$ cat config.mk
export PLATFORM = sky130hd
export DESIGN_NAME = segptr_i2c_slave
export DESIGN_NICKNAME = d
export VERILOG_FILES = /design/src/rtl/segptr_pkg.sv /design/src/rtl/i2c_line_sampler.sv /design/src/rtl/ptr_window_seq.sv /design/src/rtl/i2c_xfer_fsm.sv /design/src/rtl/segptr_i2c_slave.sv
export SDC_FILE = /design/constraint.sdc
export NUM_CORES = 1
export LEC_CHECK = 0
export ABC_AREA = 0
export ABC_CLOCK_PERIOD_IN_PS = 5800
export BUFFER_PORTS_ARGS = -buffer_cell sky130_fd_sc_hd__clkbuf_2
export CAP_MARGIN = 20
export CORE_MARGIN = 2
export CORE_UTILIZATION = 50
export DETAILED_ROUTE_END_ITERATION = 8
export GPL_TIMING_DRIVEN = 0
export PLACE_DENSITY = 0.74
export SLEW_MARGIN = 40
export SYNTH_ARGS = -nofsm -noshare
export SYNTH_HDL_FRONTEND = slang
export SYNTH_SLANG_ARGS = --single-unit
export TNS_END_PERCENT = 10
$ cat constraint.sdc
create_clock -name clk -period 5.8 [get_ports clk]
set_clock_uncertainty 0.15 [all_clocks]
set_input_delay 0.58 -clock clk [delete_from_list [all_inputs] [get_ports clk]]
set_output_delay 0.58 -clock clk [all_outputs]
set_load 0.05 [all_outputs]
$ cat src/rtl/segptr_pkg.sv
package segptr_pkg;
   localparam int PTR_W = 8;
   localparam int BYTE_W = 8;
   localparam int CNT_W = 4;
   localparam logic [PTR_W-1:0] CTRL_ADR = 8'h00;
   localparam logic [PTR_W-1:0] IRQ_ADR  = 8'h01;
   localparam logic [PTR_W-1:0] GAP_ADR  = 8'h10;

   typedef enum logic [2:0] {
      ST_IDLE,
      ST_DEVADR,
      ST_DEVACK,
      ST_WRBYTE,
      ST_WRACK,
      ST_RDBYTE,
      ST_RDACK,
      ST_PARK
   } xfer_state_t;
endpackage

$ cat src/rtl/i2c_line_sampler.sv
module i2c_line_sampler #(
   parameter int STAGES = 2
) (
   input  logic clk,
   input  logic rst_n,
   input  logic scl_i,
   input  logic sda_i,
   output logic scl_lvl,
   output logic sda_lvl,
   output logic scl_rise,
   output logic scl_fall,
   output logic start_det,
   output logic stop_det
);
   if (STAGES < 2) begin : g_bad_stages
      $error("i2c_line_sampler: STAGES must be at least 2");
   end

   logic [STAGES-1:0] scl_pipe, sda_pipe;
   logic              scl_prev, sda_prev;

   always_ff @(posedge clk or negedge rst_n) begin
      if (!rst_n) begin
         scl_pipe <= '1;
         sda_pipe <= '1;
         scl_prev <= 1'b1;
         sda_prev <= 1'b1;
      end else begin
         scl_pipe <= {scl_pipe[STAGES-2:0], scl_i};
         sda_pipe <= {sda_pipe[STAGES-2:0], sda_i};
         scl_prev <= scl_pipe[STAGES-1];
         sda_prev <= sda_pipe[STAGES-1];
      end
   end

   assign scl_lvl   = scl_pipe[STAGES-1];
   assign sda_lvl   = sda_pipe[STAGES-1];
   assign scl_rise  = scl_lvl & ~scl_prev;
   assign scl_fall  = ~scl_lvl & scl_prev;
   assign start_det = scl_lvl & scl_prev & sda_prev & ~sda_lvl;
   assign stop_det  = scl_lvl & scl_prev & ~sda_prev & sda_lvl;
endmodule

$ cat src/rtl/ptr_window_seq.sv
module ptr_window_seq
   import segptr_pkg::*;
#(
   parameter int NUM_WIN = 2,
   parameter logic [NUM_WIN*PTR_W-1:0] WIN_LO = {8'h11, 8'h02},
   parameter logic [NUM_WIN*PTR_W-1:0] WIN_HI = {8'h31, 8'h0F}
) (
   input  logic             clk,
   input  logic             rst_n,
   input  logic             load,
   input  logic [PTR_W-1:0] load_val,
   input  logic             adv,
   output logic [PTR_W-1:0] ptr_q
);
   logic [NUM_WIN-1:0] in_win;
   logic               may_step;

   for (genvar i = 0; i < NUM_WIN; i++) begin : g_win
      localparam logic [PTR_W-1:0] LO = WIN_LO[i*PTR_W +: PTR_W];
      localparam logic [PTR_W-1:0] HI = WIN_HI[i*PTR_W +: PTR_W];
      if (LO >= HI) begin : g_bad_win
         $error("ptr_window_seq: window low bound must be below its stop address");
      end
      // a window steps from its low bound up to, but not past, its stop address
      assign in_win[i] = (ptr_q >= LO) && (ptr_q < HI);

      AST_STOP_HOLD: assert property (@(posedge clk) disable iff (!rst_n)
         ($past(adv) && !$past(load) && $past(ptr_q) == HI) |-> (ptr_q == HI));
   end

   assign may_step = |in_win;

   always_ff @(posedge clk or negedge rst_n) begin
      if (!rst_n) begin
         ptr_q <= CTRL_ADR;
      end else if (load) begin
         ptr_q <= load_val;
      end else if (adv && may_step) begin
         ptr_q <= ptr_q + PTR_W'(1);
      end
   end

   AST_UNIT_STEP: assert property (@(posedge clk) disable iff (!rst_n)
      (!$past(load) && ptr_q != $past(ptr_q)) |-> (ptr_q == $past(ptr_q) + PTR_W'(1)));
   AST_DIRECT_HOLD: assert property (@(posedge clk) disable iff (!rst_n)
      (adv && !load && (ptr_q == CTRL_ADR || ptr_q == IRQ_ADR || ptr_q == GAP_ADR))
      |=> $stable(ptr_q));
endmodule

$ cat src/rtl/i2c_xfer_fsm.sv
module i2c_xfer_fsm
   import segptr_pkg::*;
(
   input  logic              clk,
   input  logic              rst_n,
   input  logic              scl_lvl,
   input  logic              sda_lvl,
   input  logic              scl_rise,
   input  logic              scl_fall,
   input  logic              start_det,
   input  logic              stop_det,
   input  logic [6:0]        my_addr,
   input  logic [PTR_W-1:0]  ptr,
   input  logic [BYTE_W-1:0] rd_data,
   output logic              sda_oe,
   output logic              ptr_load,
   output logic              ptr_adv,
   output logic              wr_stb,
   output logic [BYTE_W-1:0] byte_q,
   output logic              status_rd
);
   localparam logic [CNT_W-1:0] LAST_TX = CNT_W'(BYTE_W - 1);
   localparam logic [CNT_W-1:0] FULL_RX = CNT_W'(BYTE_W);

   xfer_state_t       st;
   logic [BYTE_W-1:0] shreg;
   logic [CNT_W-1:0]  bitcnt;
   logic              rnw, first_wr, mack, from_ctl;

   always_ff @(posedge clk or negedge rst_n) begin
      if (!rst_n) begin
         st        <= ST_IDLE;
         shreg     <= '0;
         bitcnt    <= '0;
         rnw       <= 1'b0;
         first_wr  <= 1'b0;
         mack      <= 1'b0;
         from_ctl  <= 1'b0;
         sda_oe    <= 1'b0;
         ptr_load  <= 1'b0;
         ptr_adv   <= 1'b0;
         wr_stb    <= 1'b0;
         byte_q    <= '0;
         status_rd <= 1'b0;
      end else begin
         ptr_load  <= 1'b0;
         ptr_adv   <= 1'b0;
         wr_stb    <= 1'b0;
         status_rd <= 1'b0;
         if (stop_det) begin
            st     <= ST_IDLE;
            sda_oe <= 1'b0;
         end else if (start_det) begin
            st     <= ST_DEVADR;
            bitcnt <= '0;
            sda_oe <= 1'b0;
         end else begin
            case (st)
               ST_DEVADR: begin
                  if (scl_rise) begin
                     shreg  <= {shreg[BYTE_W-2:0], sda_lvl};
                     bitcnt <= bitcnt + CNT_W'(1);
                  end else if (scl_fall && bitcnt == FULL_RX) begin
                     if (shreg[BYTE_W-1:1] == my_addr) begin
                        st     <= ST_DEVACK;
                        sda_oe <= 1'b1;
                        rnw    <= shreg[0];
                     end else begin
                        st <= ST_PARK;
                     end
                  end
               end
               ST_DEVACK: begin
                  if (scl_fall) begin
                     bitcnt <= '0;
                     if (rnw) begin
                        st       <= ST_RDBYTE;
                        shreg    <= rd_data;
                        sda_oe   <= ~rd_data[BYTE_W-1];
                        from_ctl <= (ptr == CTRL_ADR);
                     end else begin
                        st       <= ST_WRBYTE;
                        sda_oe   <= 1'b0;
                        first_wr <= 1'b1;
                     end
                  end
               end
               ST_WRBYTE: begin
                  if (scl_rise) begin
                     shreg  <= {shreg[BYTE_W-2:0], sda_lvl};
                     bitcnt <= bitcnt + CNT_W'(1);
                  end else if (scl_fall && bitcnt == FULL_RX) begin
                     st       <= ST_WRACK;
                     sda_oe   <= 1'b1;
                     byte_q   <= shreg;
                     first_wr <= 1'b0;
                     if (first_wr) begin
                        ptr_load <= 1'b1;
                     end else begin
                        wr_stb  <= 1'b1;
                        ptr_adv <= 1'b1;
                     end
                  end
               end
               ST_WRACK: begin
                  if (scl_fall) begin
                     st     <= ST_WRBYTE;
                     sda_oe <= 1'b0;
                     bitcnt <= '0;
                  end
               end
               ST_RDBYTE: begin
                  if (scl_fall) begin
                     if (bitcnt == LAST_TX) begin
                        st        <= ST_RDACK;
                        sda_oe    <= 1'b0;
                        bitcnt    <= '0;
                        status_rd <= from_ctl;
                     end else begin
                        shreg  <= {shreg[BYTE_W-2:0], 1'b0};
                        sda_oe <= ~shreg[BYTE_W-2];
                        bitcnt <= bitcnt + CNT_W'(1);
                     end
                  end
               end
               ST_RDACK: begin
                  if (scl_rise) begin
                     mack    <= ~sda_lvl;
                     ptr_adv <= ~sda_lvl;
                  end else if (scl_fall) begin
                     if (mack) begin
                        st       <= ST_RDBYTE;
                        shreg    <= rd_data;
                        sda_oe   <= ~rd_data[BYTE_W-1];
                        from_ctl <= (ptr == CTRL_ADR);
                     end else begin
                        st <= ST_PARK;
                     end
                  end
               end
               default: ;
            endcase
         end
      end
   end

   AST_RELEASED_IDLE: assert property (@(posedge clk) disable iff (!rst_n)
      (st == ST_IDLE || st == ST_PARK) |-> !sda_oe);
   AST_SDA_MOVES_LOW_SCL: assert property (@(posedge clk) disable iff (!rst_n)
      !$stable(sda_oe) |-> !scl_lvl);
   AST_STATUS_ONE_CYCLE: assert property (@(posedge clk) disable iff (!rst_n)
      status_rd |=> !status_rd);
endmodule

$ cat src/rtl/segptr_i2c_slave.sv
module segptr_i2c_slave
   import segptr_pkg::*;
#(
   parameter int SYNC_STAGES = 2,
   parameter logic [6:0] DEV_ADDR_LO = 7'h11,
   parameter logic [6:0] DEV_ADDR_HI = 7'h10,
   parameter int NUM_WIN = 2,
   parameter logic [NUM_WIN*PTR_W-1:0] WIN_LO = {8'h11, 8'h02},
   parameter logic [NUM_WIN*PTR_W-1:0] WIN_HI = {8'h31, 8'h0F}
) (
   input  logic              clk,
   input  logic              rst_n,
   input  logic              scl_i,
   input  logic              sda_i,
   output logic              sda_oe,
   input  logic              addr_sel,
   output logic [PTR_W-1:0]  rd_addr,
   input  logic [BYTE_W-1:0] rd_data,
   output logic [BYTE_W-1:0] ctrl_reg,
   output logic [BYTE_W-1:0] irq_reg,
   output logic              status_rd
);
   if (DEV_ADDR_LO == DEV_ADDR_HI) begin : g_bad_addr
      $error("segptr_i2c_slave: the two device addresses must differ");
   end

   logic              scl_lvl, sda_lvl, scl_rise, scl_fall, start_det, stop_det;
   logic              ptr_load, ptr_adv, wr_stb;
   logic [BYTE_W-1:0] byte_q;
   logic [6:0]        my_addr;

   assign my_addr = addr_sel ? DEV_ADDR_HI : DEV_ADDR_LO;

   i2c_line_sampler #(.STAGES(SYNC_STAGES)) u_sampler (
      .clk(clk), .rst_n(rst_n), .scl_i(scl_i), .sda_i(sda_i),
      .scl_lvl(scl_lvl), .sda_lvl(sda_lvl), .scl_rise(scl_rise),
      .scl_fall(scl_fall), .start_det(start_det), .stop_det(stop_det)
   );

   i2c_xfer_fsm u_fsm (
      .clk(clk), .rst_n(rst_n), .scl_lvl(scl_lvl), .sda_lvl(sda_lvl),
      .scl_rise(scl_rise), .scl_fall(scl_fall), .start_det(start_det),
      .stop_det(stop_det), .my_addr(my_addr), .ptr(rd_addr),
      .rd_data(rd_data), .sda_oe(sda_oe), .ptr_load(ptr_load),
      .ptr_adv(ptr_adv), .wr_stb(wr_stb), .byte_q(byte_q),
      .status_rd(status_rd)
   );

   ptr_window_seq #(.NUM_WIN(NUM_WIN), .WIN_LO(WIN_LO), .WIN_HI(WIN_HI)) u_ptr (
      .clk(clk), .rst_n(rst_n), .load(ptr_load), .load_val(byte_q),
      .adv(ptr_adv), .ptr_q(rd_addr)
   );

   always_ff @(posedge clk or negedge rst_n) begin
      if (!rst_n) begin
         ctrl_reg <= '0;
         irq_reg  <= '0;
      end else if (wr_stb) begin
         if (rd_addr == CTRL_ADR) ctrl_reg <= byte_q;
         if (rd_addr == IRQ_ADR)  irq_reg  <= byte_q;
      end
   end

   AST_CTRL_ONLY_AT_ZERO: assert property (@(posedge clk) disable iff (!rst_n)
      !$stable(ctrl_reg) |-> ($past(rd_addr) == CTRL_ADR));
   AST_IRQ_ONLY_AT_ONE: assert property (@(posedge clk) disable iff (!rst_n)
      !$stable(irq_reg) |-> ($past(rd_addr) == IRQ_ADR));
   AST_STATUS_AT_ZERO: assert property (@(posedge clk) disable iff (!rst_n)
      status_rd |-> (rd_addr == CTRL_ADR));
endmodule

# After elaboration in Yosys (flattened, before gate mapping)
# Cells that the tools add are included.
[word_totals] reg_bits=62 out_inout_bits=26 in_bits=13 wordCells=185
[classes] eq_ne=36 n_lt_le_gt_ge=4 n_mux=82 add_sub_neg=2 bitwise_logic=16 reduce_logical=25
[ops] operator="8-bit 2-to-1 mux" n=10
[ops] operator="1-bit 2-to-1 mux" n=45
[ops] operator="3-bit 2-to-1 mux" n=14
[ops] operator="4-bit by 3-bit != test with 1-bit output (second input constant)" n=9
[ops] operator="8-bit case mux with 4 select lines" n=1
[ops] operator="11-bit AND reduction" n=2
[ops] operator="4-bit 2-to-1 mux" n=5
[ops] operator="3-bit case mux with 6 select lines" n=1
[ops] operator="2-bit by 1-bit != test with 1-bit output (second input constant)" n=7
[ops] operator="4-bit != test (second input constant)" n=3
[ops] operator="4-bit case mux with 3 select lines" n=1
[ops] operator="12-bit AND reduction" n=1
[ops] operator="5-bit AND reduction" n=2
[ops] operator="3-bit == test (second input constant)" n=3
[ops] operator="1-bit NOT" n=9
[ops] operator="8-bit by 1-bit adder with 8-bit output (second input constant)" n=1
[ops] operator="8-bit by 1-bit == test with 1-bit output (second input constant)" n=1
[ops] operator="8-bit by 2-bit greater-or-equal comparator with 1-bit output (second input constant)" n=1
[ops] operator="8-bit by 5-bit greater-or-equal comparator with 1-bit output (second input constant)" n=1
[ops] operator="8-bit logical NOT" n=1
[ops] operator="8-bit by 4-bit < comparator with 1-bit output (second input constant)" n=1
[ops] operator="8-bit by 6-bit < comparator with 1-bit output (second input constant)" n=1
[ops] operator="2-bit != test (second input constant)" n=4
[ops] operator="8-bit AND reduction" n=1
[ops] operator="21 further kinds" n=40

# Longest topological paths before layout
[depth] ltp_word=8 ltp_mapped=8 depth_no_buf=7

# By module
# From an unflattened synthesis, not the netlist that was laid out.
[unflattened] cells_unflattened=298 area_unflattened_um2=3335.7
[modules_own_cells] module="i2c_xfer_fsm" area_each_um2=1904.3 cells_per_inst=190 instances=1 seq_area_each_um2=800.8
[modules_own_cells] module="segptr_i2c_slave" area_each_um2=670.6 cells_per_inst=41 instances=1 seq_area_each_um2=400.4
[modules_own_cells] module="ptr_window_seq" area_each_um2=570.5 cells_per_inst=57 instances=1 seq_area_each_um2=200.2
[modules_own_cells] module="i2c_line_sampler" area_each_um2=190.2 cells_per_inst=10 instances=1 seq_area_each_um2=157.7

# Least setup slack after synthesis
# Ideal clock, no wire load.
[synth_timing] path_kind="flip-flop to flip-flop" from="register u_ptr.ptr_q[1]" to="register u_ptr.ptr_q[1]" n_path_buf=0 t_required_ps=5525 setup_time_ps=125 path_stages_with_launch=8 t_arrival_ps=2351 path_slack_ps=3174 period_less_slack_ps=2626 path_cell_list="dfrtp_1 > inv_1 > ha_1 > or3b_1 > mux2_2 > nand3_2 > mux2_2 > mux2_2"
[synth_via] elab_chain_cells=5 word_cells_on_any_way=12 classes_between="add/sub (1); order compare (4); mux (2); reduce/logical (5)"
[synth_rtl] element="start, declared" line_no="ptr_window_seq.sv:13" source="output logic [PTR_W-1:0] ptr_q"
[synth_rtl] element="start signal, assigned" line_no="ptr_window_seq.sv:37" source="ptr_q <= load_val;"
[synth_rtl] element="start signal, assigned" line_no="ptr_window_seq.sv:39" source="ptr_q <= ptr_q + PTR_W'(1);"
[synth_rtl] element="8-bit by 2-bit greater-or-equal comparator with 1-bit output, or another cell as far along" line_no="ptr_window_seq.sv:25" source="assign in_win[i] = (ptr_q >= LO) && (ptr_q < HI);"
[synth_rtl] element="1-bit logical AND" line_no="ptr_window_seq.sv:25"
[synth_rtl] element="2-bit OR reduction" line_no="ptr_window_seq.sv:31" source="assign may_step = |in_win;"
[synth_rtl] element="1-bit logical AND" line_no="ptr_window_seq.sv:38" source="end else if (adv && may_step) begin"
[synth_rtl] element="2-bit nonzero test (no line)"
# Several ways; a longest one is shown, not always the timed one. The select of a mux whose other input is x is not followed.
# A chain may end at the register's enable or synchronous reset.

# Final worst setup path
[layout_timing] from="register u_ptr.ptr_q[0]" to="register u_ptr.ptr_q[1]"
# The elaborated chain is that of the path after synthesis.

==> impl_metrics.json <==
{
  "power.switching_uw": 611,
  "detail_route.first_pass.iterations": 4,
  "synth_edf_count": 0,
  "ys_warn_count": 0,
  "finalSetupViolCount": 0,
  "fillers": 504,
  "num_antenna_cells": 0,
  "p_comb_share_pct": 37.0,
  "seqPwrFrac_pct": 39.5,
  "drc": 0,
  "postCtsResizedCells": 0,
  "nets": 351,
  "synth.distinct_cells": 58,
  "status": "finished, final reports clean",
  "hpwl_um": 4780,
  "slew_violations": 0,
  "grtUsageTotal_pct": 19.5,
  "cap_violations": 0,
  "via_per_inst": 5.61,
  "async_flop_share_pct": 100,
  "slowest_stage": "dfrtp_1",
  "port-buffer-count": 38,
  "grt_pass1_wl_um": 10800,
  "fp-row-count": 28,
  "cp_cell_sequence": "inv_1 -> ha_1 -> nor3b_1 -> mux2_2 -> nand3_2 -> mux2_2 -> mux2_2",
  "drive_gt1_share_pct": 33.0,
  "finalPower_uw": 1590,
  "timing.final.crit_share_pct": 41.5,
  "drtAntennaViolNets": 0,
  "rsz0062_at_grt": "no",
  "cts_tree": "yes",
  "holdCritPathClass": "in2async",
  "coreArea_um2": 5990,
  "relSlewSlack_pct": 52.9,
  "grt_antenna_before_repair": 0,
  "timing.final.hold_violations": 0,
  "fmax_mhz": 415,
  "critPathMaxFanout": 5,
  "final.setup.tns_ns": 0,
  "drtIter0Drc": 125,
  "die_x_um": 83.3,
  "dieArea_um2": 6930,
  "grt_max_degree": 37,
  "initial_core_util_pct": 52.4,
  "ios": 39,
  "wirelength_um": 6410,
  "end_kind": "flip-flop",
  "cpLargestDelayFamily": "multiplexers",
  "finalCriticalPeriod_ns": 2.41,
  "path_common_cell": "mux2_2",
  "p_int_uw": 976,
  "ctsHtreeMaxLevel": 3,
  "cts_buffer_depth": 2,
  "netlist_instances": 282,
  "syn-cell-area_um2": 3140,
  "syn_area_per_cell_um2": 11.1,
  "cellLeakagePower_uw": 0.00171,
  "fp.dieH_um": 83.3,
  "cts.sinks": 62,
  "ys.flop_type": "dfrtp_1",
  "numCtsBuffers": 9,
  "path_buf_inv": 1,
  "peakVddDrop_mv": 0.262,
  "num_vias": 2307,
  "worst_skew_pair.late_latency_ns": 0.33,
  "arrival_ns": 2.48,
  "tightest_slew_ns": 0.701,
  "ys_seq_area_share_pct": 49.6,
  "hold_buffers": 0,
  "power.density_nw_per_um2": 436,
  "globalRoute.totalOverflow": 0,
  "sw_frac_of_total_pct": 38.5,
  "drt-wirelength-per-cell_um": 15.6,
  "area_delta_synth_final_pct": 16.1,
  "first_global_vias": 2232,
  "root_buffer": "clkbuf_8",
  "synth_fp_nets": 301,
  "gp_congestion": 0.851,
  "seqCellArea_um2": 1560,
  "crit_type": "reg2reg",
  "multiInputGateArea_um2": 1480,
  "clk_pin_slew_ns": 0.07,
  "post-route-util_pct": 60.8,
  "max_stage_delay_ns": 0.43,
  "start_kind": "flip-flop",
  "post_cts_buffers": 0,
  "p_clk_share_pct": 23.5,
  "ys_seq_elements": 62,
  "crit_required_ns": 5.87
}
-- worst reg2reg max path: cells and delay by family (launching register included) --
| family | cells | cell delay [ns] |
|---|---|---|
| flip-flops | 1 | 0.43 |
| buffers and inverters | 1 | 0.14 |
| adder cells (fa/ha/maj) | 1 | 0.26 |
| AND/OR/NAND/NOR | 2 | 0.34 |
| multiplexers | 3 | 0.99 |
-- cells in the final DEF, fill, tap and decap left out, types with 7 or more instances in the layout --
cell type,count
a21oi_1,13
clkbuf_2,38
clkbuf_8,10
dfrtp_1,56
inv_1,10
mux2_2,30
mux2i_1,9
nand2_1,17
nor2_1,25
nor3_1,7
o21ai_0,15
-- cells in the mapped netlist (3+ instances only) --
cell	count	area, µm²
a21oi_1	13	65.1
a32o_1	3	30.0
and3_1	3	18.8
buf_2	4	20.0
dfrtp_1	56	1400
dfstp_2	6	158
ha_1	6	75.1
inv_1	10	37.5
mux2_2	30	338
mux2i_1	9	90.1
nand2_1	17	63.8
nand2b_1	5	31.3
nand3_1	6	30.0
nand3b_1	3	22.5
nor2_1	25	93.8
nor2b_1	5	31.3
nor3_1	7	35.0
nor3b_1	3	22.5
o21ai_0	15	75.1
xnor2_1	3	26.3
xor2_1	4	35.0
-- final timing paths --
check	end	slack (ns)	cells after the start	start
hold / removal	u_fsm.shreg[3]	0.08	1	rst_n
setup / recovery	u_ptr.ptr_q[1]	3.39	7	u_ptr.ptr_q[0]
max in group asynchronous	u_fsm.status_rd	4.90	2	rst_n
setup reg to reg	u_ptr.ptr_q[1]	3.39	7	u_ptr.ptr_q[0]
hold reg to reg	u_sampler.scl_pipe[1]	0.21	0	u_sampler.scl_pipe[0]
min in group clk	u_sampler.scl_pipe[0]	0.18	1	scl_i
-- routing by layer --
layer	GRT usage, %	vias up	part of all wire (%)
met1	25.9	1121	46
met5	0	-	0
met2	30.9	66	47
met4	6.11	0	1.2
li1	-	1112	-
met3	5.47	8	5.0
-- kinds of logic (layout without fill, tap and decap cells) --
family | Yosys count | count (layout) | synth area share (%)
AO/OA/AOI/OAI | 52 | 52 | 11.3
XOR/XNOR | 7 | 7 | 1.95
adder cells (fa/ha/maj) | 6 | 6 | 2.39
buffers and inverters | 21 | 75 | 3.19
flip-flops | 62 | 62 | 49.6
multiplexers | 42 | 42 | 14.8
AND/OR/NAND/NOR | 92 | 92 | 16.7
-- final cells by class --
type / count / area share (%)
clock buffers: 10 / 3.78
clock inverters: 5 / 1.65
plain buffers: 11 / 1.72
repair buffers: 39 / 5.84
inverters: 10 / 1.03
flip-flops and latches: 62 / 42.8
multi-input cells: 199 / 40.6
well taps: 75 / 2.57
-- metrics by stage --
stage	setup slack (ns)	instance area, µm²	std cells	hold WS, ns
2_1_floorplan	3.17	3140	282	0.134
3_3_place_gp	3.44	3420	395	0.196
3_5_place_dp	3.40	3450	396	0.197
4_1_cts	3.38	3640	411	0.0864
5_1_grt	3.28	3640	411	0.110
6_report	3.39	3640	411	0.0818
-- power groups by stage --
stage | Combinational (µW) | Sequential, µW | Clock, µW
CTS | 587 | 627 | 384
detailed placement | 585 | 634 | 0
floorplan | 409 | 666 | 0
global placement | 569 | 628 | 0
finish | 587 | 628 | 373
global route | 647 | 643 | 403
(Power assumes the default switching activity.)
